[src/rtl/tsr_pkg.sv]
// Shared types and helpers of the zero-turnaround SRAM.
// Assumes bursts span four words addressed by the two low address bits.
package tsr_pkg;

    typedef enum logic {
        OP_RD = 1'b0,
        OP_WR = 1'b1
    } op_kind_e;

    // Low two address bits of a burst step in linear or interleaved order.
    function automatic logic [1:0] burst_low(input logic [1:0] start,
                                             input logic [1:0] step,
                                             input logic       ilv);
        return ilv ? (start ^ step) : (start + step);
    endfunction

endpackage

[src/rtl/tsr_cmd.sv]
// Command capture stage: registers address, kind, selection and lane mask
// on each enabled edge, and runs the two-bit burst counter.
// Assumes ADDR_W >= 3 and that advance cycles inherit the last load's kind.
module tsr_cmd
    import tsr_pkg::*;
#(
    parameter int ADDR_W = 6,
    parameter int LANES  = 4
) (
    input  logic              clk,
    input  logic              rst_n,
    input  logic              clk_en,
    input  logic              sel_ok,
    input  logic              adv_ld,
    input  logic              we_n,
    input  logic [LANES-1:0]  lane_we_n,
    input  logic [ADDR_W-1:0] addr,
    input  logic              burst_ilv,
    output logic              s1_vld,
    output op_kind_e          s1_kind,
    output logic [ADDR_W-1:0] s1_addr,
    output logic [LANES-1:0]  s1_mask
);
    logic [ADDR_W-1:0] base_q;
    logic [1:0]        cnt_q;
    logic [1:0]        cnt_nx;
    logic              last_vld_q;
    op_kind_e          last_kind_q;
    op_kind_e          new_kind;

    // Next burst count and the kind requested by a load.
    always_comb begin
        cnt_nx   = cnt_q + 2'd1;
        new_kind = we_n ? OP_RD : OP_WR;
    end

    // Capture a load or step the burst; everything holds when clk_en is low.
    always_ff @(posedge clk) begin
        if (!rst_n) begin
            s1_vld      <= 1'b0;
            s1_kind     <= OP_RD;
            s1_addr     <= '0;
            s1_mask     <= '0;
            base_q      <= '0;
            cnt_q       <= '0;
            last_vld_q  <= 1'b0;
            last_kind_q <= OP_RD;
        end else if (clk_en) begin
            s1_mask <= ~lane_we_n;
            if (!adv_ld) begin
                base_q      <= addr;
                cnt_q       <= '0;
                last_vld_q  <= sel_ok;
                last_kind_q <= new_kind;
                s1_vld      <= sel_ok;
                s1_kind     <= new_kind;
                s1_addr     <= addr;
            end else begin
                cnt_q   <= cnt_nx;
                s1_vld  <= last_vld_q;
                s1_kind <= last_kind_q;
                s1_addr <= {base_q[ADDR_W-1:2], burst_low(base_q[1:0], cnt_nx, burst_ilv)};
            end
        end
    end

endmodule

[src/rtl/tsr_store.sv]
// Second pipeline stage and storage array, split into one array per lane.
// The array is read one edge ahead of the output register; a write still
// waiting for its data edge is bypassed into that read lane by lane.
// Assumes one operation per enabled cycle.
module tsr_store
    import tsr_pkg::*;
#(
    parameter int ADDR_W = 6,
    parameter int LANES  = 4,
    parameter int LANE_W = 8
) (
    input  logic                    clk,
    input  logic                    rst_n,
    input  logic                    clk_en,
    input  logic                    s1_vld,
    input  op_kind_e                s1_kind,
    input  logic [ADDR_W-1:0]       s1_addr,
    input  logic [LANES-1:0]        s1_mask,
    input  logic [LANES*LANE_W-1:0] wdata,
    output logic                    s2_vld,
    output op_kind_e                s2_kind,
    output logic [LANES*LANE_W-1:0] rd_word
);
    localparam int DEPTH = 1 << ADDR_W;

    logic [ADDR_W-1:0] s2_addr;
    logic [LANES-1:0]  s2_mask;
    logic              commit;
    logic              fwd_hit;

    // A selected write in stage 2 commits on this edge; bypass if same address.
    always_comb begin
        commit  = clk_en && s2_vld && (s2_kind == OP_WR);
        fwd_hit = s2_vld && (s2_kind == OP_WR) && (s2_addr == s1_addr);
    end

    // Stage-2 command register.
    always_ff @(posedge clk) begin
        if (!rst_n) begin
            s2_vld  <= 1'b0;
            s2_kind <= OP_RD;
            s2_addr <= '0;
            s2_mask <= '0;
        end else if (clk_en) begin
            s2_vld  <= s1_vld;
            s2_kind <= s1_kind;
            s2_addr <= s1_addr;
            s2_mask <= s1_mask;
        end
    end

    for (genvar g = 0; g < LANES; g++) begin : g_lane
        logic [LANE_W-1:0] mem [DEPTH];
        logic [LANE_W-1:0] q;

        // Lane write on the data edge when this lane is selected.
        always_ff @(posedge clk) begin
            if (commit && s2_mask[g])
                mem[s2_addr] <= wdata[g*LANE_W +: LANE_W];
        end

        // Lane read for the stage-1 address, taking pending write data.
        always_ff @(posedge clk) begin
            if (!rst_n)
                q <= '0;
            else if (clk_en)
                q <= (fwd_hit && s2_mask[g]) ? wdata[g*LANE_W +: LANE_W] : mem[s1_addr];
        end

        assign rd_word[g*LANE_W +: LANE_W] = q;
    end

endmodule

[src/rtl/turnless_sram.sv]
// Zero-turnaround pipelined synchronous SRAM top: capture stage, storage
// stage and output register. Reads and writes both complete two enabled
// edges after their address. Assumes synchronous active-low reset.
module turnless_sram
    import tsr_pkg::*;
#(
    parameter int ADDR_W = 6,
    parameter int LANES  = 4,
    parameter int LANE_W = 8
) (
    input  logic                    clk,
    input  logic                    rst_n,
    input  logic                    clk_en,
    input  logic                    en0_n,
    input  logic                    en1,
    input  logic                    en2_n,
    input  logic                    adv_ld,
    input  logic                    we_n,
    input  logic [LANES-1:0]        lane_we_n,
    input  logic [ADDR_W-1:0]       addr,
    input  logic                    burst_ilv,
    input  logic                    oe_n,
    input  logic [LANES*LANE_W-1:0] wdata,
    output logic [LANES*LANE_W-1:0] dq_out,
    output logic                    dq_drv
);
    localparam int DW = LANES * LANE_W;

    logic              sel_ok;
    logic              s1_vld;
    op_kind_e          s1_kind;
    logic [ADDR_W-1:0] s1_addr;
    logic [LANES-1:0]  s1_mask;
    logic              s2_vld;
    op_kind_e          s2_kind;
    logic [DW-1:0]     rd_word;
    logic              out_vld;
    logic [DW-1:0]     out_q;

    // All three chip enables must be active.
    assign sel_ok = !en0_n && en1 && !en2_n;

    tsr_cmd #(.ADDR_W(ADDR_W), .LANES(LANES)) u_cmd (
        .clk       (clk),
        .rst_n     (rst_n),
        .clk_en    (clk_en),
        .sel_ok    (sel_ok),
        .adv_ld    (adv_ld),
        .we_n      (we_n),
        .lane_we_n (lane_we_n),
        .addr      (addr),
        .burst_ilv (burst_ilv),
        .s1_vld    (s1_vld),
        .s1_kind   (s1_kind),
        .s1_addr   (s1_addr),
        .s1_mask   (s1_mask)
    );

    tsr_store #(.ADDR_W(ADDR_W), .LANES(LANES), .LANE_W(LANE_W)) u_store (
        .clk     (clk),
        .rst_n   (rst_n),
        .clk_en  (clk_en),
        .s1_vld  (s1_vld),
        .s1_kind (s1_kind),
        .s1_addr (s1_addr),
        .s1_mask (s1_mask),
        .wdata   (wdata),
        .s2_vld  (s2_vld),
        .s2_kind (s2_kind),
        .rd_word (rd_word)
    );

    // Output register: loads read data, releases the bus for writes/deselects.
    always_ff @(posedge clk) begin
        if (!rst_n) begin
            out_vld <= 1'b0;
            out_q   <= '0;
        end else if (clk_en) begin
            out_vld <= s2_vld && (s2_kind == OP_RD);
            if (s2_vld && (s2_kind == OP_RD))
                out_q <= rd_word;
        end
    end

    // Bus drivers gated by the output enable.
    always_comb begin
        dq_drv = out_vld && !oe_n;
        dq_out = dq_drv ? out_q : '0;
    end

endmodule

[config.mk]
export PLATFORM = sky130hd
export DESIGN_NAME = turnless_sram
export DESIGN_NICKNAME = d
export VERILOG_FILES = /design/src/rtl/tsr_pkg.sv /design/src/rtl/tsr_cmd.sv /design/src/rtl/tsr_store.sv /design/src/rtl/turnless_sram.sv
export SDC_FILE = /design/constraint.sdc
export NUM_CORES = 2
export LEC_CHECK = 0
export BUFFER_PORTS_ARGS = -buffer_cell sky130_fd_sc_hd__buf_2
export CAP_MARGIN = 20
export CELL_PAD_IN_SITES_DETAIL_PLACEMENT = 0
export CELL_PAD_IN_SITES_GLOBAL_PLACEMENT = 1
export CORE_ASPECT_RATIO = 1.5
export CORE_UTILIZATION = 45
export CTS_CLUSTER_DIAMETER = 30
export DETAILED_ROUTE_END_ITERATION = 7
export PLACE_DENSITY = 0.68
export RECOVER_POWER = 50
export SYNTH_ARGS = -nofsm -noshare
export SYNTH_HDL_FRONTEND = slang
export SYNTH_SLANG_ARGS = --single-unit
export TNS_END_PERCENT = 100
[constraint.sdc]
create_clock -name clk -period 4.82 [get_ports clk]
set_clock_uncertainty 0.15 [all_clocks]
set_input_delay 0.241 -clock clk [delete_from_list [all_inputs] [get_ports clk]]
set_output_delay 0.241 -clock clk [all_outputs]
set_load 0.1 [all_outputs]
* After elaboration in Yosys (flattened, before gate mapping)
Memory sizes are Yosys's and may differ from the RTL's. A register that Yosys moved wholly into a read port is not among the register bits.
Cells that the tools add are included.
** Word-level totals
- Output and inout bits :: 33
- Logic and storage cells :: 54
- Register bits after elaboration :: 65
- Memories kept :: 4
- Memory bits (writable) :: 2048
- Input port bits :: 52
** Memories
- u_store.g_lane[0].mem :: words 64, bits a word 8, rd ports 1, clocked after Yosys merged registers in 1, wr ports 1, line tsr_store.sv:53 : logic [LANE_W-1:0] mem [DEPTH];
- u_store.g_lane[1].mem :: words 64, bits a word 8, rd ports 1, clocked after Yosys merged registers in 1, wr ports 1, line tsr_store.sv:53
- u_store.g_lane[2].mem :: words 64, bits a word 8, rd ports 1, clocked after Yosys merged registers in 1, wr ports 1, line tsr_store.sv:53
- u_store.g_lane[3].mem :: words 64, bits a word 8, rd ports 1, clocked after Yosys merged registers in 1, wr ports 1, line tsr_store.sv:53
** Operators by class
- Multiplexer cells :: 13
- Reductions and logical operators :: 19
- Add/subtract/negate cells :: 2
- Bitwise operators :: 4
** Operators with widths (number)
- 2-to-1 mux 32 bit :: 1
- logical AND 1 bit :: 10
- 2-to-1 mux 1 bit :: 9
- logical NOT 1 bit :: 7
- 2-to-1 mux 6 bit :: 1
- 2-to-1 mux 2 bit :: 2
- inverter 4 bit :: 1
- AND reduction 2 bit :: 2
- adder 2 x 1 -> 2 bit, second input constant :: 1
- adder 2 bit :: 1
- inverter 1 bit :: 2
- bitwise XOR 2 bit :: 1

* Depth between registers and ports, before layout
- Depth after elaboration :: 5
- Mapped depth :: 12
- Gate-level depth less buffers :: 8

* By module
From an unflattened synthesis, not the netlist that was laid out.
** Unflattened totals
- Cells, all modules :: 3984
- Area total of the unflattened synthesis :: 83577.7 sq um
** By module, submodules not included
- tsr_store :: seq. area each 62379.8 sq um, cells each 3713, area each 81120.3 sq um, instances 1
- turnless_sram :: seq. area each 660.6 sq um, cells each 180, area each 1579.0 sq um, instances 1
- tsr_cmd :: seq. area each 400.4 sq um, cells each 91, area each 878.3 sq um, instances 1

* Worst setup path after synthesis
Ideal clock, no wire load.
- Path kind :: register -> output
- Start point :: register out_vld
- End point :: output port dq_out[22]
- Cell stages (with the launch flop) :: 4
- Arrival :: 2409 ps
- Setup slack :: 2020 ps
- Buffers on the path :: 1
- Data required time :: 4429 ps
- Path through :: dfxtp_1 > nor2b_1 > clkbuf_1 > and2_1
** On the way
- Word-level cells in the longest chain between the ends :: 2
** Ends and longest elaborated chain
- start: declaration :: line turnless_sram.sv:37 : logic out_vld;
- start signal: assignment :: line turnless_sram.sv:79 : out_vld <= s2_vld && (s2_kind == OP_RD);
- logical AND 1 bit :: line turnless_sram.sv:87 : dq_drv = out_vld && !oe_n;
- named net dq_drv :: line turnless_sram.sv:25 : output logic dq_drv
- 2-to-1 mux 32 bit :: line turnless_sram.sv:88 : dq_out = dq_drv ? out_q : '0;
- end: declaration :: line turnless_sram.sv:24 : output logic [LANES*LANE_W-1:0] dq_out,
The timed path passes the listed nets, and every way through them passes these cells.

* Worst setup path in the final report
- Start point :: input port rst_n
- End point :: register u_cmd.s1_mask[1]
** RTL lines
- start: declaration :: line turnless_sram.sv:12 : input logic rst_n,
- end signal: assignment :: line tsr_cmd.sv:49 : s1_mask <= ~lane_we_n;
- end: declaration :: line tsr_cmd.sv:22 : output logic [LANES-1:0] s1_mask
No word-level cell between the ends.

==> results.sh <==
export IMPL_grt_pass1_wl_um=331700
export IMPL_power_frac_clock_pct=49.2
export IMPL_syn_inst=4139
export IMPL_final_cells=7191
export IMPL_path_common_cell="dlygate4sd3_1"
export IMPL_critPathBufInv=6
export IMPL_setup_viol=0
export IMPL_die_x_um=354.2
export IMPL_fin_area_um2=97970
export IMPL_crit_fanout=51
export IMPL_firstDrtPassIters=6
export IMPL_rsz0062_at_grt="no"
export IMPL_combPwrFrac_pct=5.2
export IMPL_synth_compound_area_share_pct=2.754
export IMPL_synthXorXnorAreaFrac_pct=0.09413
export IMPL_synth_most_common_cell="edfxtp_1"
export IMPL_cp_end_kind="flip-flop"
export IMPL_cts_resized=0
export IMPL_place_inst=6542
export IMPL_die_h_um=530.3
export IMPL_worstMarginPinSlew_ns=3.137
export IMPL_finalWirelength_um=236100
export IMPL_critPathTopFamily="buffers and inverters"
export IMPL_drt_first_iter_violations=4583
export IMPL_core_area_um2=184500
export IMPL_grt_max_degree=111
export IMPL_drive_above_1_share_pct=26.49
export IMPL_cts_max_path_buffers=4
export IMPL_cp_arrival_ns=4.79
export IMPL_fmax_ghz=0.2401
export IMPL_relSlewSlack_pct=-109.1
export IMPL_clkLatencyLatePin_ns=0.83
export IMPL_antenna_found_initial=7
export IMPL_power_density_nw_per_um2=460.7
export IMPL_ioPinCount=85
export IMPL_start_kind="input port"
export IMPL_grt_usage_pct=25.09
export IMPL_async_flop_share_pct=0
export IMPL_synth_top_cells_by_count="2048 x edfxtp_1, 500 x mux4_2, 310 x nor2_1"
export IMPL_dr_total_vias=43449
export IMPL_seqPwrFrac_pct=45.6
export IMPL_ant_nets=0
export IMPL_drcViolationCount=0
export IMPL_grt_pass1_vias=43754
export IMPL_slew_violations=1796
export IMPL_pre_cts_ws_ns=1.058
export IMPL_final_util_pct=53.10
export IMPL_finalCritPeriodShare_pct=86.41
export IMPL_cts_tree="built"
export IMPL_io_buffers=84
export IMPL_area_growth_pct=16.99
export IMPL_synthAdderAreaFrac_pct=0.01494
export IMPL_htreeDepth=5
export IMPL_switching_share_pct=22.63
export IMPL_status="finished, violations left"
export IMPL_maxCapViolations=34
export IMPL_failed_checks="max-capacitance violations, max-slew violations"
export IMPL_path_cells="dlygate4sd3_1, buf_2, buf_4, clkinvlp_2, clkbuf_2, a211oi_1, dlygate4sd3_1"
export IMPL_synth_simple_area_share_pct=3.486
export IMPL_yosys_warnings=0
export IMPL_worst_slack_ns=0.6550
export IMPL_die_area_um2=187900
export IMPL_cts_root_buf="clkbuf_16"
export IMPL_finalPower_mw=45.14
export IMPL_gp_congestion=0.8821
export IMPL_yosys_most_used_dff="edfxtp_1"
export IMPL_ys_ff_latch=2145
export IMPL_post_route_min_period_ns=4.165
export IMPL_ir_worst_vdd_v=0.0002582
export IMPL_syn_avg_cell_area_um2=20.23
export IMPL_hp_class="in -> reg"
export IMPL_synth_top_family_by_area="multiplexers"
export IMPL_synth_edff_count=2048
export IMPL_cpMaxStageDelayCell="clkinvlp_2"
export IMPL_ctsHoldBuffers=66
export IMPL_std_cell_rows=193
export IMPL_fillers=14451
export IMPL_final_nets=4547
export IMPL_postPlaceCellArea_um2=87100
export IMPL_synthTopCellsByArea="edfxtp_1 73%, mux4_2 13%, dfxtp_1 2.3%"
export IMPL_dp_hpwl_um=148200
export IMPL_seq_area_frac_synth_pct=75.76
export IMPL_hold_violations=0
export IMPL_wl_per_cell_um=32.83
export IMPL_timing_hold_ws_ns=0.1558
export IMPL_crit_path_max_incr_delay_ns=1.15
export IMPL_p_leak_nw=30.43
export IMPL_cts_made_buffers=307
export IMPL_tns_ns=0
export IMPL_syn_num_nets=4192
export IMPL_crit_type="in -> reg"
export IMPL_grt_ovfl_total=0
export IMPL_post_cts_buffers=0
export IMPL_viasPerCell=6.042
export IMPL_yosysTopAreaCell="edfxtp_1"
export IMPL_cts_sinks=2145
export IMPL_start_util_pct=45.39
export IMPL_cp_required_ns=5.44
export IMPL_netlist_area_leader_share_pct=73.44
export IMPL_synth_area_um2=83740
export IMPL_clk_pin_slew_ns=0.05
export IMPL_synthDistinctLibCells=67
export IMPL_internal_power_mw=34.92
export IMPL_p_sw_mw=10.21
export IMPL_muxShareOfSynthArea_pct=16.07
[cell families after synthesis]
family,Yosys count
multiplexers,715
XOR/XNOR,9
AND/OR/NAND/NOR,669
adder cells (fa/ha/maj),1
buffers and inverters,265
flip-flops,2145
AO/OA/AOI/OAI,335
[final cells by class]
class                           instances  area [µm²]  area share (%)
Clock inverter                        215        2217           2.263
Antenna cell                            9       22.52         0.02299
Timing Repair Buffer                  306        2351           2.400
Sequential cell                      2145       63460           64.78
Inverter                                5       21.27         0.02171
Clock buffer                          345        8015           8.181
Multi-Input combinational cell       1729       18830           19.22
Tap cell                             2437        3049           3.112
[worst register-to-register path: stages (launching register included)]
cell and delay [ns]:
dfxtp_1 0.53, nor3b_1 0.98, nand2_1 0.97, nor2_1 1.14
[cell usage in the layout (no fill, tap or decap), types with 24 or more instances in the layout]
master	instances
clkinvlp_4	35
bufinv_16	24
edfxtp_1	2048
dlygate4sd3_1	71
buf_4	90
mux4_2	500
inv_6	53
buf_2	66
clkbuf_16	315
a211oi_1	47
clkinv_2	39
nor3_1	26
dfxtp_1	91
nand2_1	194
mux2_2	34
a22oi_1	35
mux2i_1	180
and2_1	36
a21oi_1	74
o22ai_1	66
nor2_1	307
clkbuf_1	80
[layer usage]
| layer | up-vias | track usage [%] | wire length [µm] |
|---|---|---|---|
| met2 | 2043 | 42.14 | 118000 |
| met1 | 23106 | 31.49 | 88230 |
| li1 | 17817 | - | - |
| met3 | 477 | 4.985 | 18160 |
| met4 | 6 | 11.34 | 11560 |
| met5 | - | 0.2821 | 115 |
[flip-flops by register name, indices dropped and copies added, names as in the netlist]
register / cells
u_store.s2_kind: 1
u_cmd.cnt_q: 2
out_q: 32
u_cmd.s1_kind: 1
u_store.s2_vld: 1
u_store.s2_mask: 4
u_cmd.s1_addr: 6
u_store.g_lane.mem: 2048
u_cmd.base_q: 6
u_store.g_lane.q: 32
out_vld: 1
u_store.s2_addr: 6
u_cmd.s1_mask: 4
u_cmd.s1_vld: 1
[power groups by stage]
stage	Combinational, mW	Sequential, mW	Clock (mW)
finish	2.36	20.6	22.2
floorplan	1.42	20.8	0
CTS	2.38	20.5	22.4
global placement	2.31	20.9	0
detailed placement	2.33	20.9	0
global route	2.46	20.6	23.2
[final timing paths]
check	start	end	slack, ns	cells past startpoint
setup / recovery	rst_n	u_cmd.s1_mask[1]	0.65	7
hold / removal	burst_ilv	u_cmd.s1_addr[1]	0.16	7
setup reg to reg	u_store.s2_addr[0]	u_store.g_lane[2].mem[57][2]	0.65	3
hold reg to reg	out_q[14]	out_q[14]	0.30	2
Power figures use the tool's default switching activity.
